[src/rtl/pwr_sleep_pkg.sv]
package pwr_sleep_pkg;
  localparam int RegW   = 8;
  localparam int EnBit  = 5;
  localparam int SmLsb  = 2;
  localparam int SmW    = 3;
  localparam int NModes = 6;
  localparam int HaltCyc = 4;

  typedef enum logic [SmW-1:0] {
    SM_IDLE  = 3'd0,
    SM_ADCQ  = 3'd1,
    SM_PDOWN = 3'd2,
    SM_PSAVE = 3'd3,
    SM_RSV4  = 3'd4,
    SM_RSV5  = 3'd5,
    SM_STBY  = 3'd6,
    SM_XSTBY = 3'd7
  } sm_code_e;

  typedef enum logic [1:0] {
    ST_RUN,
    ST_SLEEP,
    ST_START,
    ST_HALT
  } seq_st_e;
endpackage

[src/rtl/pwr_ctrl_reg.sv]
module pwr_ctrl_reg
  import pwr_sleep_pkg::*;
(
  input  logic            clk_i,
  input  logic            rst_ni,
  input  logic            we_i,
  input  logic [RegW-1:0] wdata_i,
  output logic [RegW-1:0] q_o
);
  for (genvar b = 0; b < RegW; b++) begin : g_bit
    always_ff @(posedge clk_i or negedge rst_ni) begin
      if (!rst_ni)   q_o[b] <= 1'b0;
      else if (we_i) q_o[b] <= wdata_i[b];
    end
  end
endmodule

[src/rtl/pwr_mode_dec.sv]
module pwr_mode_dec
  import pwr_sleep_pkg::*;
(
  input  sm_code_e          code_i,
  input  logic              xtal_i,
  output logic              legal_o,
  output logic [NModes-1:0] oh_o
);
  always_comb begin
    oh_o    = '0;
    legal_o = 1'b1;
    unique case (code_i)
      SM_IDLE:  oh_o[0] = 1'b1;
      SM_ADCQ:  oh_o[1] = 1'b1;
      SM_PDOWN: oh_o[2] = 1'b1;
      SM_PSAVE: oh_o[3] = 1'b1;
      SM_STBY:  begin oh_o[4] = 1'b1; legal_o = xtal_i; end
      SM_XSTBY: begin oh_o[5] = 1'b1; legal_o = xtal_i; end
      default:  legal_o = 1'b0;
    endcase
  end
endmodule

[src/rtl/pwr_wake_seq.sv]
module pwr_wake_seq
  import pwr_sleep_pkg::*;
#(
  parameter int unsigned DLY_ADCQ  = 0,
  parameter int unsigned DLY_PDOWN = 16,
  parameter int unsigned DLY_PSAVE = 12,
  parameter int unsigned DLY_STBY  = 6,
  parameter int unsigned DLY_XSTBY = 6
) (
  input  logic     clk_i,
  input  logic     rst_ni,
  input  logic     se_i,
  input  sm_code_e sm_i,
  input  logic     legal_i,
  input  logic     sleep_i,
  input  logic     irq_i,
  input  logic     rst_req_i,
  output sm_code_e cur_sm_o,
  output logic     asleep_o,
  output logic     stall_o,
  output logic     wake_done_o,
  output logic     reset_wake_o,
  output logic     err_o
);
  localparam int unsigned MaxA = (DLY_PDOWN > DLY_PSAVE) ? DLY_PDOWN : DLY_PSAVE;
  localparam int unsigned MaxB = (DLY_STBY > DLY_XSTBY) ? DLY_STBY : DLY_XSTBY;
  localparam int unsigned MaxC = (MaxA > MaxB) ? MaxA : MaxB;
  localparam int unsigned MaxD = (MaxC > DLY_ADCQ) ? MaxC : DLY_ADCQ;
  localparam int unsigned CntMax = (MaxD > HaltCyc) ? MaxD : HaltCyc;
  localparam int CW = $clog2(CntMax + 1);

  seq_st_e       st_q;
  sm_code_e      sm_q;
  logic [CW-1:0] cnt_q;
  logic [CW-1:0] dly;

  always_comb begin
    unique case (sm_q)
      SM_ADCQ:  dly = CW'(DLY_ADCQ);
      SM_PDOWN: dly = CW'(DLY_PDOWN);
      SM_PSAVE: dly = CW'(DLY_PSAVE);
      SM_STBY:  dly = CW'(DLY_STBY);
      SM_XSTBY: dly = CW'(DLY_XSTBY);
      default:  dly = '0;
    endcase
  end

  always_ff @(posedge clk_i or negedge rst_ni) begin
    if (!rst_ni) begin
      st_q         <= ST_RUN;
      sm_q         <= SM_IDLE;
      cnt_q        <= '0;
      err_o        <= 1'b0;
      reset_wake_o <= 1'b0;
    end else begin
      err_o        <= 1'b0;
      reset_wake_o <= 1'b0;
      if (st_q != ST_RUN && rst_req_i) begin
        st_q         <= ST_RUN;
        reset_wake_o <= 1'b1;
      end else begin
        unique case (st_q)
          ST_RUN: if (sleep_i && se_i) begin
            if (legal_i) begin
              st_q <= ST_SLEEP;
              sm_q <= sm_i;
            end else begin
              err_o <= 1'b1;
            end
          end
          ST_SLEEP: if (irq_i) begin
            if (dly == '0) begin
              st_q  <= ST_HALT;
              cnt_q <= CW'(HaltCyc - 1);
            end else begin
              st_q  <= ST_START;
              cnt_q <= dly - 1'b1;
            end
          end
          ST_START: begin
            if (cnt_q == '0) begin
              st_q  <= ST_HALT;
              cnt_q <= CW'(HaltCyc - 1);
            end else begin
              cnt_q <= cnt_q - 1'b1;
            end
          end
          ST_HALT: begin
            if (cnt_q == '0) st_q <= ST_RUN;
            else             cnt_q <= cnt_q - 1'b1;
          end
          default: st_q <= ST_RUN;
        endcase
      end
    end
  end

  assign cur_sm_o    = sm_q;
  assign asleep_o    = (st_q == ST_SLEEP);
  assign stall_o     = (st_q != ST_RUN);
  assign wake_done_o = (st_q == ST_HALT) && (cnt_q == '0);

  // no entry while enable is low
  a_r2_need_enable: assert property (@(posedge clk_i) disable iff (!rst_ni)
    (st_q == ST_RUN && sleep_i && !se_i) |=> (st_q == ST_RUN && !err_o));
  // refused request leaves the sequencer in run
  a_r4_err_stays_run: assert property (@(posedge clk_i) disable iff (!rst_ni)
    err_o |-> (st_q == ST_RUN && $past(sleep_i)));
  // halt is not cut short without a reset request
  a_r7_halt_holds: assert property (@(posedge clk_i) disable iff (!rst_ni)
    (st_q == ST_HALT && cnt_q != '0 && !rst_req_i) |=> (st_q == ST_HALT));
  // release follows the done cycle, no re-wake
  a_r8_done_releases: assert property (@(posedge clk_i) disable iff (!rst_ni)
    wake_done_o |=> !stall_o);
  // reset wake never reports a done
  a_r9_reset_no_done: assert property (@(posedge clk_i) disable iff (!rst_ni)
    reset_wake_o |-> (!wake_done_o && !stall_o));
endmodule

[src/rtl/pwr_sleep_ctrl.sv]
module pwr_sleep_ctrl
  import pwr_sleep_pkg::*;
#(
  parameter int unsigned DLY_ADCQ  = 0,
  parameter int unsigned DLY_PDOWN = 16,
  parameter int unsigned DLY_PSAVE = 12,
  parameter int unsigned DLY_STBY  = 6,
  parameter int unsigned DLY_XSTBY = 6
) (
  input  logic              clk_i,
  input  logic              rst_ni,
  input  logic              reg_we_i,
  input  logic [RegW-1:0]   reg_wdata_i,
  output logic [RegW-1:0]   reg_rdata_o,
  input  logic              sleep_instr_i,
  input  logic              ext_xtal_i,
  input  logic              irq_i,
  input  logic              rst_req_i,
  output logic [NModes-1:0] mode_oh_o,
  output logic              sleeping_o,
  output logic              cpu_stall_o,
  output logic              wake_done_o,
  output logic              reset_wake_o,
  output logic              entry_err_o
);
  logic [RegW-1:0]   ctrl;
  sm_code_e          reg_sm, cur_sm, dec_sm;
  logic              legal, asleep;
  logic [NModes-1:0] dec_oh;

  pwr_ctrl_reg u_reg (
    .clk_i, .rst_ni, .we_i(reg_we_i), .wdata_i(reg_wdata_i), .q_o(ctrl)
  );

  assign reg_sm = sm_code_e'(ctrl[SmLsb +: SmW]);
  // one decoder: register code while awake, latched code while asleep
  assign dec_sm = asleep ? cur_sm : reg_sm;

  pwr_mode_dec u_dec (
    .code_i(dec_sm), .xtal_i(ext_xtal_i), .legal_o(legal), .oh_o(dec_oh)
  );

  pwr_wake_seq #(
    .DLY_ADCQ(DLY_ADCQ), .DLY_PDOWN(DLY_PDOWN), .DLY_PSAVE(DLY_PSAVE),
    .DLY_STBY(DLY_STBY), .DLY_XSTBY(DLY_XSTBY)
  ) u_seq (
    .clk_i, .rst_ni,
    .se_i(ctrl[EnBit]), .sm_i(reg_sm), .legal_i(legal),
    .sleep_i(sleep_instr_i), .irq_i, .rst_req_i,
    .cur_sm_o(cur_sm), .asleep_o(asleep), .stall_o(cpu_stall_o),
    .wake_done_o, .reset_wake_o, .err_o(entry_err_o)
  );

  assign reg_rdata_o = ctrl;
  assign sleeping_o  = asleep;
  assign mode_oh_o   = asleep ? dec_oh : '0;

  // one-hot mode exactly while sleeping
  a_r5_onehot_mode: assert property (@(posedge clk_i) disable iff (!rst_ni)
    $onehot0(mode_oh_o) && (sleeping_o == (mode_oh_o != '0)));
  // sleeping implies the core is held
  a_r6_stall_in_sleep: assert property (@(posedge clk_i) disable iff (!rst_ni)
    sleeping_o |-> cpu_stall_o);
  // wake leaves the control byte untouched
  a_r10_reg_kept: assert property (@(posedge clk_i) disable iff (!rst_ni)
    ((wake_done_o || (cpu_stall_o && rst_req_i)) && !reg_we_i) |=> $stable(reg_rdata_o));
endmodule

[config.mk]
export PLATFORM = sky130hd
export DESIGN_NAME = pwr_sleep_ctrl
export DESIGN_NICKNAME = d
export VERILOG_FILES = /design/src/rtl/pwr_sleep_pkg.sv /design/src/rtl/pwr_ctrl_reg.sv /design/src/rtl/pwr_mode_dec.sv /design/src/rtl/pwr_wake_seq.sv /design/src/rtl/pwr_sleep_ctrl.sv
export SDC_FILE = /design/constraint.sdc
export NUM_CORES = 1
export LEC_CHECK = 0
export ABC_CLOCK_PERIOD_IN_PS = 2900
export BUFFER_PORTS_ARGS = -buffer_cell sky130_fd_sc_hd__clkbuf_2
export CORE_MARGIN = 5
export CORE_UTILIZATION = 45
export DETAILED_ROUTE_END_ITERATION = 16
export GPL_TIMING_DRIVEN = 0
export PLACE_DENSITY_LB_ADDON = 0.05
export RECOVER_POWER = 100
export SETUP_SLACK_MARGIN = 0.02
export SKIP_CTS_REPAIR_TIMING = 1
export SYNTH_ARGS = -nofsm -noshare
export SYNTH_HDL_FRONTEND = slang
export SYNTH_HIERARCHICAL = 1
export SYNTH_SLANG_ARGS = --single-unit
[constraint.sdc]
create_clock -name clk_i -period 2.9 [get_ports clk_i]
set_input_delay 0 -clock clk_i [delete_from_list [all_inputs] [get_ports clk_i]]
set_output_delay 0 -clock clk_i [all_outputs]
set_load 0.03 [all_outputs]
==> summary.md, run 1 <==
| Metric | Value |
|---|---|
| Critical R2R Capture | u_seq/st_q[0] |
| PnR Total Power | 1.345 mW |
| Period minus WS final | 2.421 ns |
| H-tree levels | 1 |
| Final Core Density | 0.6086 |
| Vias in the first global route | 1002 |
| NetSw | 0.5498 mW |
| Clk pin slew, worst setup/hold paths | 0.11 ns |
| Worst setup path class | reg2reg |
| Post-synth EDFFs | 0 |
| Mapped Cells | 104 |
| Remaining antenna violation count after routing | 0 |
| Count leader, synth | dfrtp_1 |
| Failing checks | negative hold slack |
| RSZ-0062 raised after global routing | no |
| Most common library cells after synthesis | dfrtp_1, mux2_4, and2_2, ha_1, inv_1 |
| First-pass DRT Iterations | 4 |
| Nets@finish | 175 |
| Pleak | 0.6858 nW |
| Startpoint type of the worst setup path | flop |
| TritonCTS buffer count | 3 |
| Post-synthesis mux area share | 0.1722 |
| Grt total ovfl | 0 |
| Starting Density | 0.4812 |
| Fin. max-slew vios | 0 |
| Number of max-cap violations | 0 |
| GRT met1 Usage | 0.1928 |
| Crit path max fanout | 9 |
| Residual DRC count | 0 |
| Setup tns final | 0 ns |
| Vias | 969 |
| Worst-case hold slack | -0.02468 ns |
| Synth area leader | dfrtp_1 |
| Worst Hold End | u_reg/q_o[0] |
| Hold depth | 2 |
| Most common flop cell mapped by yosys | dfrtp_1 |
| Total Routing Usage GR | 0.1514 |
| Largest net degree at the start of global routing | 21 |
| Routed wire length | 2629 µm |
| Worst reg2reg startpoint | u_seq/st_q[1] |
| Net Sw Frac | 0.4086 |
| Netlist area before placement | 1214 µm² |
| Initial antenna violation count | 0 |
| ANT cells | 0 |
| RD Place Congestion | 0.7381 |
| Post-Synth Adder-Cell Area | 0.06186 |
| CTS tree | done |
| Distinct cells, synth | 33 |
| Die ar. | 3835 µm² |
| Die Width | 61.93 µm |
| Critical Path AT | 2.66 ns |
| Met3 Use GR | 0.04132 |
| Fill cells | 234 |
| Worst hold start | reg_we_i |
| Share of the synthesized area in the top cell type | 0.4124 |
| Met2 Usage GRT | 0.2526 |
| Root buffer cell | clkbuf_4 |
| HP Class | in2reg |
| Largest family of logic cells by synthesized area | simple AND/OR/NAND/NOR gates |
| Clock sinks | 20 |
| Fraction of layout cells with a size suffix above 1 | 0.2549 |
| Reg2Reg Setup Slack | 0.48 ns |
| Port buffer count | 32 |
| Async set-reset flop share out of synthesis | 1.000 |
| I/O pin total | 34 |
| Synth area leaders | dfrtp_1, mux2_4, ha_1, and2_2, mux2_2 |
| Clock power share | 0.166 |
| Die height | 61.93 µm |
| Max IR drop VDD | 0.0006805 V |
| Core footprint | 2522 µm² |
| Post-synthesis compound-gate area fraction | 0.1278 |
| Vias per cell | 5.295 |
| Power Dens Cells | 876.3 nW/µm² |
| Post-DP HPWL | 1960 µm |
| Status | complete, but fails checks |
| Initial DRC Count | 36 |
| Synth Area per Inst | 11.67 µm² |
| Fin crit share | 0.8348 |
| Clock Skew | 0.002741 ns |
| Fmax | 0.4131 GHz |
| CTS Buffer Depth | 2 |
| Row cnt | 18 |
| Slew headroom | 0.2929 |
| Post-Synth Simple-Gate Area | 0.1887 |
| P_int | 0.7956 mW |
| Area delta synth->final | 26.49% |
| WL/cell | 14.37 µm |
| Worst path required time | 3.14 ns |
| First-pass GRT wire length | 4333 µm |
| Worst-margin pin slew | 1.061 ns |
| Final hold viol count | 5 |
| Final setup violation count | 0 |
| YS warnings | 6 |
| Combinational Power Share | 0.515 |
| Reg2Reg Depth | 9 |
| #FFs+latches synth | 20 |
| Register share of total power | 0.318 |
| Post-synthesis xor/xnor area fraction | 0 |
| Post-Syn Nets | 125 |
| Sequential-to-total area share from yosys stat | 0.4124 |
| GRT Max-Usage Layer | met2 |
| Crit end category | flop |
| Worst skew pair latency | 0.30 ns |
## layout by cell type, fill, tap and decap left out, types with 4 or more instances in the layout
cell / synthesis / layout
clkbuf_2: 0 / 12
o21ai_0: 4 / 4
clkbuf_1: 0 / 20
inv_1: 6 / 6
and2_2: 6 / 6
nor3_1: 4 / 4
ha_1: 6 / 6
dfrtp_1: 20 / 20
mux2_1: 0 / 9
dlygate4sd3_1: 0 / 13
## cells by family after synthesis
family / after synthesis
simple gates: 35
buf+inv: 8
fa+ha+maj: 6
flops: 20
compound gates: 20
mux: 15
## routing by layer
metal  vias up  wire length, µm
met3         2              194
met1       458             1139
met4         0               19
li1        475                -
met5         -                0
met2        34             1276
## layout make-up
cell class                 count  area [µm²]  area share
buffer                         2       22.52     0.01467
clock buffer                   3       22.52     0.01467
clock inverter                 1       30.03     0.01956
inverter                       6       22.52     0.01467
multi-input combinational     76       634.4      0.4132
sequential                    20       500.5      0.3260
tap                           30       37.54     0.02445
timing repair buffer          45       265.3      0.1728
## stage by stage
step                      instances  instance area (µm²)  setup slack, ns
after CTS                       170                 1464           0.5502
after floorplan                 104                 1214           0.5837
after detailed placement        166                 1411           0.5692
after global placement          166                 1411           0.5866
after global routing            183                 1535           0.3004
final                           183                 1535           0.4791
## power groups by stage
stage / Sequential, mW / Clock (mW) / Combinational (mW)
after detailed placement: 0.434 / 0 / 0.711
final: 0.428 / 0.224 / 0.694
after global placement: 0.429 / 0 / 0.695
after floorplan: 0.449 / 0 / 0.529
after CTS: 0.429 / 0.231 / 0.711
after global routing: 0.442 / 0.243 / 0.773
## critical path, cell delays in order (launching register included)
cell      delay, ns
dfrtp_1        0.44
inv_1          0.12
ha_1           0.25
buf_6          0.16
mux2_1         0.40
a21bo_2        0.25
nand3_1        0.11
a221oi_2       0.30
a21oi_1        0.11
and3b_1        0.22
## how the worst max path moves through the flow
stage	from	endpoint	slack, ns
final	u_seq/st_q[1]	u_seq/st_q[0]	0.48
after global routing	u_seq/st_q[1]	u_seq/st_q[1]	0.30
after CTS	u_seq/st_q[1]	u_seq/st_q[1]	0.55
after detailed placement	u_seq/st_q[1]	u_seq/st_q[1]	0.57
after global placement	u_seq/st_q[1]	u_seq/st_q[1]	0.59
after floorplan	u_seq/st_q[1]	u_seq/st_q[1]	0.58
## registers in the layout, indices dropped and copies added (netlist names)
name                flops
u_reg/q_o               8
u_seq/cnt_q             5
u_seq/cur_sm_o          3
u_seq/st_q              2
u_seq/err_o             1
u_seq/reset_wake_o      1
No activity file was read; power rests on OpenSTA's default activity.
==> inputs of run 2 (changes only) <==
--- a/config.mk
+++ b/config.mk
@@ -5,7 +5,8 @@
 export SDC_FILE = /design/constraint.sdc
 export NUM_CORES = 1
 export LEC_CHECK = 0
-export ABC_CLOCK_PERIOD_IN_PS = 2900
+export ABC_AREA = 1
+export ABC_CLOCK_PERIOD_IN_PS = 2250
 export BUFFER_PORTS_ARGS = -buffer_cell sky130_fd_sc_hd__clkbuf_2
 export CORE_MARGIN = 5
 export CORE_UTILIZATION = 45
==> constraint.sdc (replaced) <==
create_clock -name clk_i -period 2.25 [get_ports clk_i]
set_input_delay 0 -clock clk_i [delete_from_list [all_inputs] [get_ports clk_i]]
set_output_delay 0 -clock clk_i [all_outputs]
set_load 0.03 [all_outputs]
==> run 2 against run 1 <==
Compared with the run above:
- the flow now finishes without violations
- critical endpoint is now u_seq/cur_sm_o[0]
- worst hold slack gained 0.043 ns
- utilization grew 0.11 points
- die area grew 0.87%
- sequential cell count is the same
- clock power grew 30%
- synthesized cell count grew 64%
- combinational power grew 42%
- first-iteration DRC count grew 69%
- sequential share of layout area shrank 2.0 points
- clock skew is essentially flat
- register-to-register slack lost 0.27 ns
- global-route usage shrank 1.1 points
==> summary.md, run 2 <==
| Metric | Value |
|---|---|
| HP Class | in2reg (unchanged) |
| Worst hold start | reg_we_i (unchanged) |
| H-tree levels | 1 (unchanged) |
| Critical Path AT | 2.24 ns (was 2.66 ns) |
| RD Place Congestion | 0.8145 (was 0.7381) |
| Worst path required time | 2.45 ns (was 3.14 ns) |
| Fin crit share | 0.9086 (was 0.8348) |
| Most common library cells after synthesis | nand2_1, nor2_1, dfrtp_1, inv_1, nand3_1 (was dfrtp_1, mux2_4, and2_2, ha_1, inv_1) |
| Async set-reset flop share out of synthesis | 1.000 (unchanged) |
| Starting Density | 0.4565 (was 0.4812) |
| Worst reg2reg startpoint | u_seq/st_q[1] (unchanged) |
| Fmax | 0.4891 GHz (was 0.4131 GHz) |
| Hold depth | 4 (was 2) |
| Die ar. | 3869 µm² (was 3835 µm²) |
| Crit end category | flop (unchanged) |
| CTS Buffer Depth | 2 (unchanged) |
| Distinct cells, synth | 21 (was 33) |
| Root buffer cell | clkbuf_4 (unchanged) |
| Row cnt | 19 (was 18) |
| Area delta synth->final | 33.57% (was 26.49%) |
| I/O pin total | 34 (unchanged) |
| Share of the synthesized area in the top cell type | 0.4082 (was 0.4124) |
| CP max-delay cell | dfrtp_1 (unchanged) |
| Max IR drop VDD | 0.0009778 V (was 0.0006805 V) |
| Residual DRC count | 0 (unchanged) |
| Clock Skew | 0.002844 ns (was 0.002741 ns) |
| Placed Area | 1425 µm² (was 1411 µm²) |
| Nets@finish | 248 (was 175) |
| Fraction of layout cells with a size suffix above 1 | 0.1593 (was 0.2549) |
| Most common flop cell mapped by yosys | dfrtp_1 (unchanged) |
| Port buffer count | 32 (unchanged) |
| Worst setup path class | reg2reg (unchanged) |
| Largest net degree at the start of global routing | 21 (unchanged) |
| Startpoint type of the worst setup path | flop (unchanged) |
| Status | complete, no violations (was complete, but fails checks) |
| Final instance area | 1638 µm² (was 1535 µm²) |
| YS warnings | 6 (unchanged) |
| Worst skew pair latency | 0.30 ns (about the same) |
| Remaining antenna violation count after routing | 0 (unchanged) |
| Synth area leader | dfrtp_1 (unchanged) |
| Grt total ovfl | 0 (unchanged) |
| First-pass DRT Iterations | 4 (unchanged) |
| CTS tree | done (unchanged) |
| Commonest non-fill, non-tap cells in the layout | nand2_1, nor2_1, inv_1 (was clkbuf_1, dfrtp_1, dlygate4sd3_1) |
| Mapped Cells | 171 (was 104) |
| Vias per cell | 4.696 (was 5.295) |
| Clk pin slew, worst setup/hold paths | 0.12 ns (was 0.11 ns) |
| Initial DRC Count | 61 (was 36) |
| Critical R2R Capture | u_seq/cur_sm_o[0] (was u_seq/st_q[0]) |
| TritonCTS buffer count | 3 (unchanged) |
| Final setup violation count | 0 (unchanged) |
| Count leader, synth | nand2_1 (was dfrtp_1) |
| First-pass GRT wire length | 4629 µm (was 4333 µm) |
| CP dominant cell by count | nand2_1 |
| Crit path max fanout | 10 (was 9) |
| Max FFs per register | 8 (unchanged) |
| Power Dens Cells | 1117 nW/µm² (was 876.3 nW/µm²) |
| Final hold viol count | 0 (was 5) |
| Vias | 1207 (was 969) |
| Period minus WS final | 2.044 ns (was 2.421 ns) |
| CP max stage delay | 0.42 ns (was 0.44 ns) |
| Reg area | 500.5 µm² (unchanged) |
| Fill cells | 247 (was 234) |
| Synth Area per Inst | 7.171 µm² (was 11.67 µm²) |
| RSZ-0062 raised after global routing | no (unchanged) |
| Ordered cell list for the critical path | inv_1 -> ha_2 -> buf_6 -> inv_1 -> nand2_1 -> nand2_1 -> nand2_1 -> nand2_1 -> nand4_1 -> mux2_2 (was inv_1 -> ha_1 -> buf_6 -> mux2_1 -> a21bo_2 -> nand3_1 -> a221oi_2 -> a21oi_1 -> and3b_1) |
| Multi-input gate area | 591.8 µm² (was 634.4 µm²) |
| Core footprint | 2686 µm² (was 2522 µm²) |
| Slew headroom | 0.2598 (was 0.2929) |
| Post-synth EDFFs | 0 (unchanged) |
| Worst-margin pin slew | 1.110 ns (was 1.061 ns) |
| Leading cell type in the layout, fill and taps excluded | nand2_1 |
| Vias in the first global route | 1085 (was 1002) |
| Total Routing Usage GR | 0.1409 (was 0.1514) |
| Routed wire length | 2712 µm (was 2629 µm) |
| Worst Hold End | u_reg/q_o[4] (was u_reg/q_o[0]) |
| Die Width | 62.20 µm (was 61.93 µm) |
| #FFs+latches synth | 20 (unchanged) |
| Netlist area before placement | 1226 µm² (was 1214 µm²) |
| Biggest register | u_reg/q_o (unchanged) |
| WL/cell | 10.55 µm (was 14.37 µm) |
| Fin. max-slew vios | 0 (unchanged) |
| Post-Syn Nets | 192 (was 125) |
| Setup tns final | 0 ns (unchanged) |
| Reg2Reg Setup Slack | 0.21 ns (was 0.48 ns) |
| Initial antenna violation count | 0 (unchanged) |
| Sequential-to-total area share from yosys stat | 0.4082 (was 0.4124) |
| Reg2Reg Depth | 10 (was 9) |
| Die height | 62.20 µm (was 61.93 µm) |
| Post-DP HPWL | 2017 µm (was 1960 µm) |
| Clock sinks | 20 (unchanged) |
| Synth area leaders | dfrtp_1, nand2_1, nor2_1, ha_1, inv_1 (was dfrtp_1, mux2_4, ha_1, and2_2, mux2_2) |
| Pleak | 0.8976 nW (was 0.6858 nW) |
| Number of max-cap violations | 0 (unchanged) |
| ANT cells | 0 (unchanged) |
run 2: cell count changes after synthesis, moves of 4 or more:
| cell | before | now |
|---|---|---|
| nand2_1 | 3 | 62 |
| mux2_4 | 11 | 0 |
| nor3_1 | 4 | 0 |
| nand3_1 | 1 | 9 |
| inv_1 | 6 | 20 |
| and2_2 | 6 | 0 |
| nor2_1 | 3 | 25 |
| inv_2 | 0 | 6 |
run 2: area by class of cell:
type / count / share of cell area
repair buffers: 51 / 0.2040
flip-flops and latches: 20 / 0.3056
inverters: 26 / 0.05959
clock buffers: 3 / 0.01375
clock inverters: 1 / 0.01833
well taps: 31 / 0.02368
multi-input cells: 123 / 0.3613
plain buffers: 2 / 0.01375
run 2: worst max path at each step:
stage                  start  slack, ns           endpoint
6_report       u_seq/st_q[1]       0.21  u_seq/cur_sm_o[0]
5_1_grt        u_seq/st_q[1]       0.03  u_seq/cur_sm_o[0]
2_1_floorplan  u_seq/st_q[1]       0.24      u_seq/st_q[1]
3_3_place_gp   u_seq/st_q[1]       0.23      u_seq/st_q[1]
4_1_cts        u_seq/st_q[1]       0.20      u_seq/st_q[1]
3_5_place_dp   u_seq/st_q[1]       0.23      u_seq/st_q[1]
run 2: kinds of logic after synthesis:
logic type | after synthesis | synth area share
fa+ha+maj | 6 | 0.06122
simple gates | 106 | 0.3755
flops | 20 | 0.4082
mux | 1 | 0.009183
xor+xnor | 1 | 0.007144
buf+inv | 28 | 0.09795
compound gates | 9 | 0.04081
run 2: power by group:
group / total, mW / switching, mW / internal (mW)
sequential: 0.550 / 0.0907 / 0.460
combinational: 0.986 / 0.636 / 0.350
clock: 0.292 / 0.112 / 0.180
run 2: per-layer routing:
metal  up-vias  share of wire  global-route usage
met4         0         0.0074             0.04878
met5         -              0                   0
met2        31           0.48              0.2124
li1        628              -                   -
met1       546           0.46              0.1966
met3         2          0.057             0.03243
run 2: critical path: cells and delay by family (launching register included):
family                     cells  cell delay, ns
and+or+nand+nor                5            0.58
DFF                            1            0.42
buffers and inverters          3            0.35
muxes                          1            0.36
adders and majority gates      1            0.24
run 2: stage by stage:
stage	total power, mW	hold slack, ns	util	setup slack [ns]	std cells
after global placement	1.531	0.003353	0.5305	0.2322	234
after global routing	2.038	0.02490	0.6097	0.03045	257
final	1.829	0.01876	0.6097	0.2056	257
after CTS	1.849	-0.3537	0.5501	0.2046	238
after floorplan	1.335	-0.2956	-	0.2419	171
after detailed placement	1.550	-0.001056	0.5305	0.2263	234
==> inputs of run 3 (changes only) <==
--- a/config.mk
+++ b/config.mk
@@ -10,6 +10,7 @@
 export BUFFER_PORTS_ARGS = -buffer_cell sky130_fd_sc_hd__clkbuf_2
 export CORE_MARGIN = 5
 export CORE_UTILIZATION = 45
+export CTS_BUF_LIST = sky130_fd_sc_hd__clkbuf_16
 export DETAILED_ROUTE_END_ITERATION = 16
 export GPL_TIMING_DRIVEN = 0
 export PLACE_DENSITY_LB_ADDON = 0.05
==> run 3 against run 2 <==
Compared with the run above:
- the flow now finishes with violations (negative hold slack)
- die area is the same
- sequential power hardly changed
- final cell count down 3.9%
- utilization shrank 2.0 points
- register-to-register slack about the same
- sequential share of layout area rose by 1.1 points
- global-route usage is 0.26 points higher
- clock-buffer cell count unchanged
- fmax up 0.58%
- final area down 3.4%
- clock skew decreased by 0.0016 ns
- critical endpoint unchanged
- highest routed layer unchanged
==> summary.md, run 3 (synthesis results as in run 2) <==
| Metric | Value |
|---|---|
| Status | complete, but fails checks (was complete, no violations) |
| Failing checks | negative hold slack |
| Reg2Reg Setup Slack | 0.22 ns (was 0.21 ns) |
| Worst-case hold slack | -0.01986 ns (was 0.01876 ns) |
| Worst skew pair latency | 0.25 ns (was 0.30 ns) |
| Critical R2R Capture | u_seq/cur_sm_o[0] (unchanged) |
| Setup tns final | 0 ns (unchanged) |
| Nets@finish | 238 (was 248) |
| Slew headroom | 0.2580 (was 0.2598) |
| Row cnt | 19 (unchanged) |
| Clock sinks | 20 (unchanged) |
| Clk pin slew, worst setup/hold paths | 0.06 ns (was 0.12 ns) |
| Dpl cells | 234 (unchanged) |
| Max FFs per register | 8 (unchanged) |
| CP max stage delay | 0.40 ns (was 0.42 ns) |
| WL/cell | 10.74 µm (was 10.55 µm) |
| First-pass GRT wire length | 4685 µm (was 4629 µm) |
| Worst Hold End | u_seq/reset_wake_o (was u_reg/q_o[4]) |
| Largest net degree at the start of global routing | 21 (unchanged) |
| Total Routing Usage GR | 0.1435 (was 0.1409) |
| Critical Path AT | 2.17 ns (was 2.24 ns) |
| Biggest register | u_reg/q_o (unchanged) |
| Initial antenna violation count | 0 (unchanged) |
| Area delta synth->final | 29.08% (was 33.57%) |
| Die Width | 62.20 µm (unchanged) |
| ANT cells | 0 (unchanged) |
| HP Class | in2reg (unchanged) |
| CTS Buffer Depth | 2 (unchanged) |
| Hold depth | 3 (was 4) |
| Remaining antenna violation count after routing | 0 (unchanged) |
| CP max-delay cell | dfrtp_1 (unchanged) |
| Die ar. | 3869 µm² (unchanged) |
| Grt total ovfl | 0 (unchanged) |
| Reg2Reg Depth | 9 (was 10) |
| Post-placement setup slack | 0.2263 ns (unchanged) |
| Initial DRC Count | 43 (was 61) |
| Number of max-cap violations | 0 (unchanged) |
| Final worst slack | 0.2174 ns (was 0.2056 ns) |
| TritonCTS buffer count | 3 (unchanged) |
| I/O pin total | 34 (unchanged) |
| Fin. max-slew vios | 0 (unchanged) |
| Met3 Use GR | 0.03784 (was 0.03243) |
| Pleak | 0.8692 nW (was 0.8976 nW) |
| Max IR drop VDD | 0.001021 V (was 0.0009778 V) |
| Starting Density | 0.4565 (unchanged) |
| Fin crit share | 0.9034 (was 0.9086) |
| Residual DRC count | 0 (unchanged) |
| Root buffer cell | clkbuf_16 (was clkbuf_4) |
| Final setup violation count | 0 (unchanged) |
| Worst path required time | 2.38 ns (was 2.45 ns) |
| Crit end category | flop (unchanged) |
| RD Place Congestion | 0.8145 (unchanged) |
| Core footprint | 2686 µm² (unchanged) |
| Final instance area | 1583 µm² (was 1638 µm²) |
| Fill cells | 266 (was 247) |
| Vias per cell | 4.676 (was 4.696) |
| Routed wire length | 2654 µm (was 2712 µm) |
| Period minus WS final | 2.033 ns (was 2.044 ns) |
| Worst setup path class | reg2reg (unchanged) |
| Post-DP HPWL | 2017 µm (unchanged) |
| Placed Area | 1425 µm² (unchanged) |
| Crit path max fanout | 10 (unchanged) |
| Clock Skew | 0.001222 ns (was 0.002844 ns) |
| H-tree levels | 1 (unchanged) |
| Ordered cell list for the critical path | inv_1 -> ha_2 -> buf_6 -> nand2_1 -> nand2_1 -> nand2_1 -> nand2_1 -> nand4_1 -> mux2_2 (was inv_1 -> ha_2 -> buf_6 -> inv_1 -> nand2_1 -> nand2_1 -> nand2_1 -> nand2_1 -> nand4_1 -> mux2_2) |
| RSZ-0062 raised after global routing | no (unchanged) |
| Worst-margin pin slew | 1.113 ns (was 1.110 ns) |
| Delay-heaviest family, CP | simple AND/OR/NAND/NOR gates (unchanged) |
| Vias in the first global route | 1081 (was 1085) |
| Worst reg2reg startpoint | u_seq/st_q[1] (unchanged) |
| Commonest non-fill, non-tap cells in the layout | nand2_1, nor2_1, inv_1 (unchanged) |
| GRT met1 Usage | 0.1977 (was 0.1966) |
| Port buffer count | 32 (unchanged) |
| Die height | 62.20 µm (unchanged) |
| Fmax | 0.4920 GHz (was 0.4891 GHz) |
| Power Dens Cells | 1266 nW/µm² (was 1117 nW/µm²) |
| Final hold viol count | 6 (was 0) |
| Fraction of layout cells with a size suffix above 1 | 0.1435 (was 0.1593) |
| Met2 Usage GRT | 0.2163 (was 0.2124) |
| First-pass DRT Iterations | 4 (unchanged) |
| GRT Max-Usage Layer | met2 (unchanged) |
| Worst hold start | rst_req_i (was reg_we_i) |
| Worst Path Buf+Inv | 2 (was 3) |
| Leading cell type in the layout, fill and taps excluded | nand2_1 (unchanged) |
| CTS tree | done (unchanged) |
| CP dominant cell by count | nand2_1 (unchanged) |
| Startpoint type of the worst setup path | flop (unchanged) |
| Final Non-Filler Cells | 247 (was 257) |
| Vias | 1155 (was 1207) |
-- run 3: cell count changes in the layout (fill, tap and decap cells not counted), sizes merged --
cell	delta
dlygate4sd3	-10
-- run 3: stage by stage --
stage	power [mW]	util	hold slack [ns]
4_1_cts	2.036	0.5696	-0.2711
3_5_place_dp	1.550	0.5305	-0.001056
2_1_floorplan	1.335	-	-0.2956
6_report	2.003	0.5892	-0.01986
3_3_place_gp	1.531	0.5305	0.003353
5_1_grt	2.209	0.5892	0.006244
-- run 3: cell type report --
type	count	area [µm²]	share of cell area
Multi-Input combinational cell	123	591.8	0.3739
Clock buffer	3	75.07	0.04743
Tap cell	31	38.79	0.02451
Buffer	2	22.52	0.01423
Sequential cell	20	500.5	0.3162
Inverter	26	97.59	0.06166
Timing Repair Buffer	41	226.5	0.1431
Clock inverter	1	30.03	0.01897
-- run 3: worst register-to-register path, stage by stage (launching register included) --
cell	delay, ns
dfrtp_1	0.40
inv_1	0.15
ha_2	0.24
buf_6	0.15
nand2_1	0.05
nand2_1	0.15
nand2_1	0.07
nand2_1	0.12
nand4_1	0.26
mux2_2	0.34
-- run 3: layer usage --
metal / share of wire / wire, µm
met5: 0 / 0
met4: 0.010 / 27
met3: 0.054 / 143
met2: 0.47 / 1253
met1: 0.46 / 1230
-- run 3: how the worst max path moves through the flow --
stage                  start                 to  slack [ns]  depth (start not counted)
3_3_place_gp   u_seq/st_q[1]      u_seq/st_q[1]        0.23                         12
2_1_floorplan  u_seq/st_q[1]      u_seq/st_q[1]        0.24                         12
3_5_place_dp   u_seq/st_q[1]      u_seq/st_q[1]        0.23                         12
4_1_cts        u_seq/st_q[1]      u_seq/st_q[1]        0.21                         12
5_1_grt        u_seq/st_q[1]  u_seq/cur_sm_o[0]        0.03                          9
6_report       u_seq/st_q[1]  u_seq/cur_sm_o[0]        0.22                          9
-- run 3: where the power goes --
part           total [mW]  leakage (nW)  switching (mW)  internal, mW
Clock               0.480        0.0511           0.128         0.352
Sequential          0.553         0.243          0.0914         0.461
Combinational       0.970         0.575           0.635         0.335
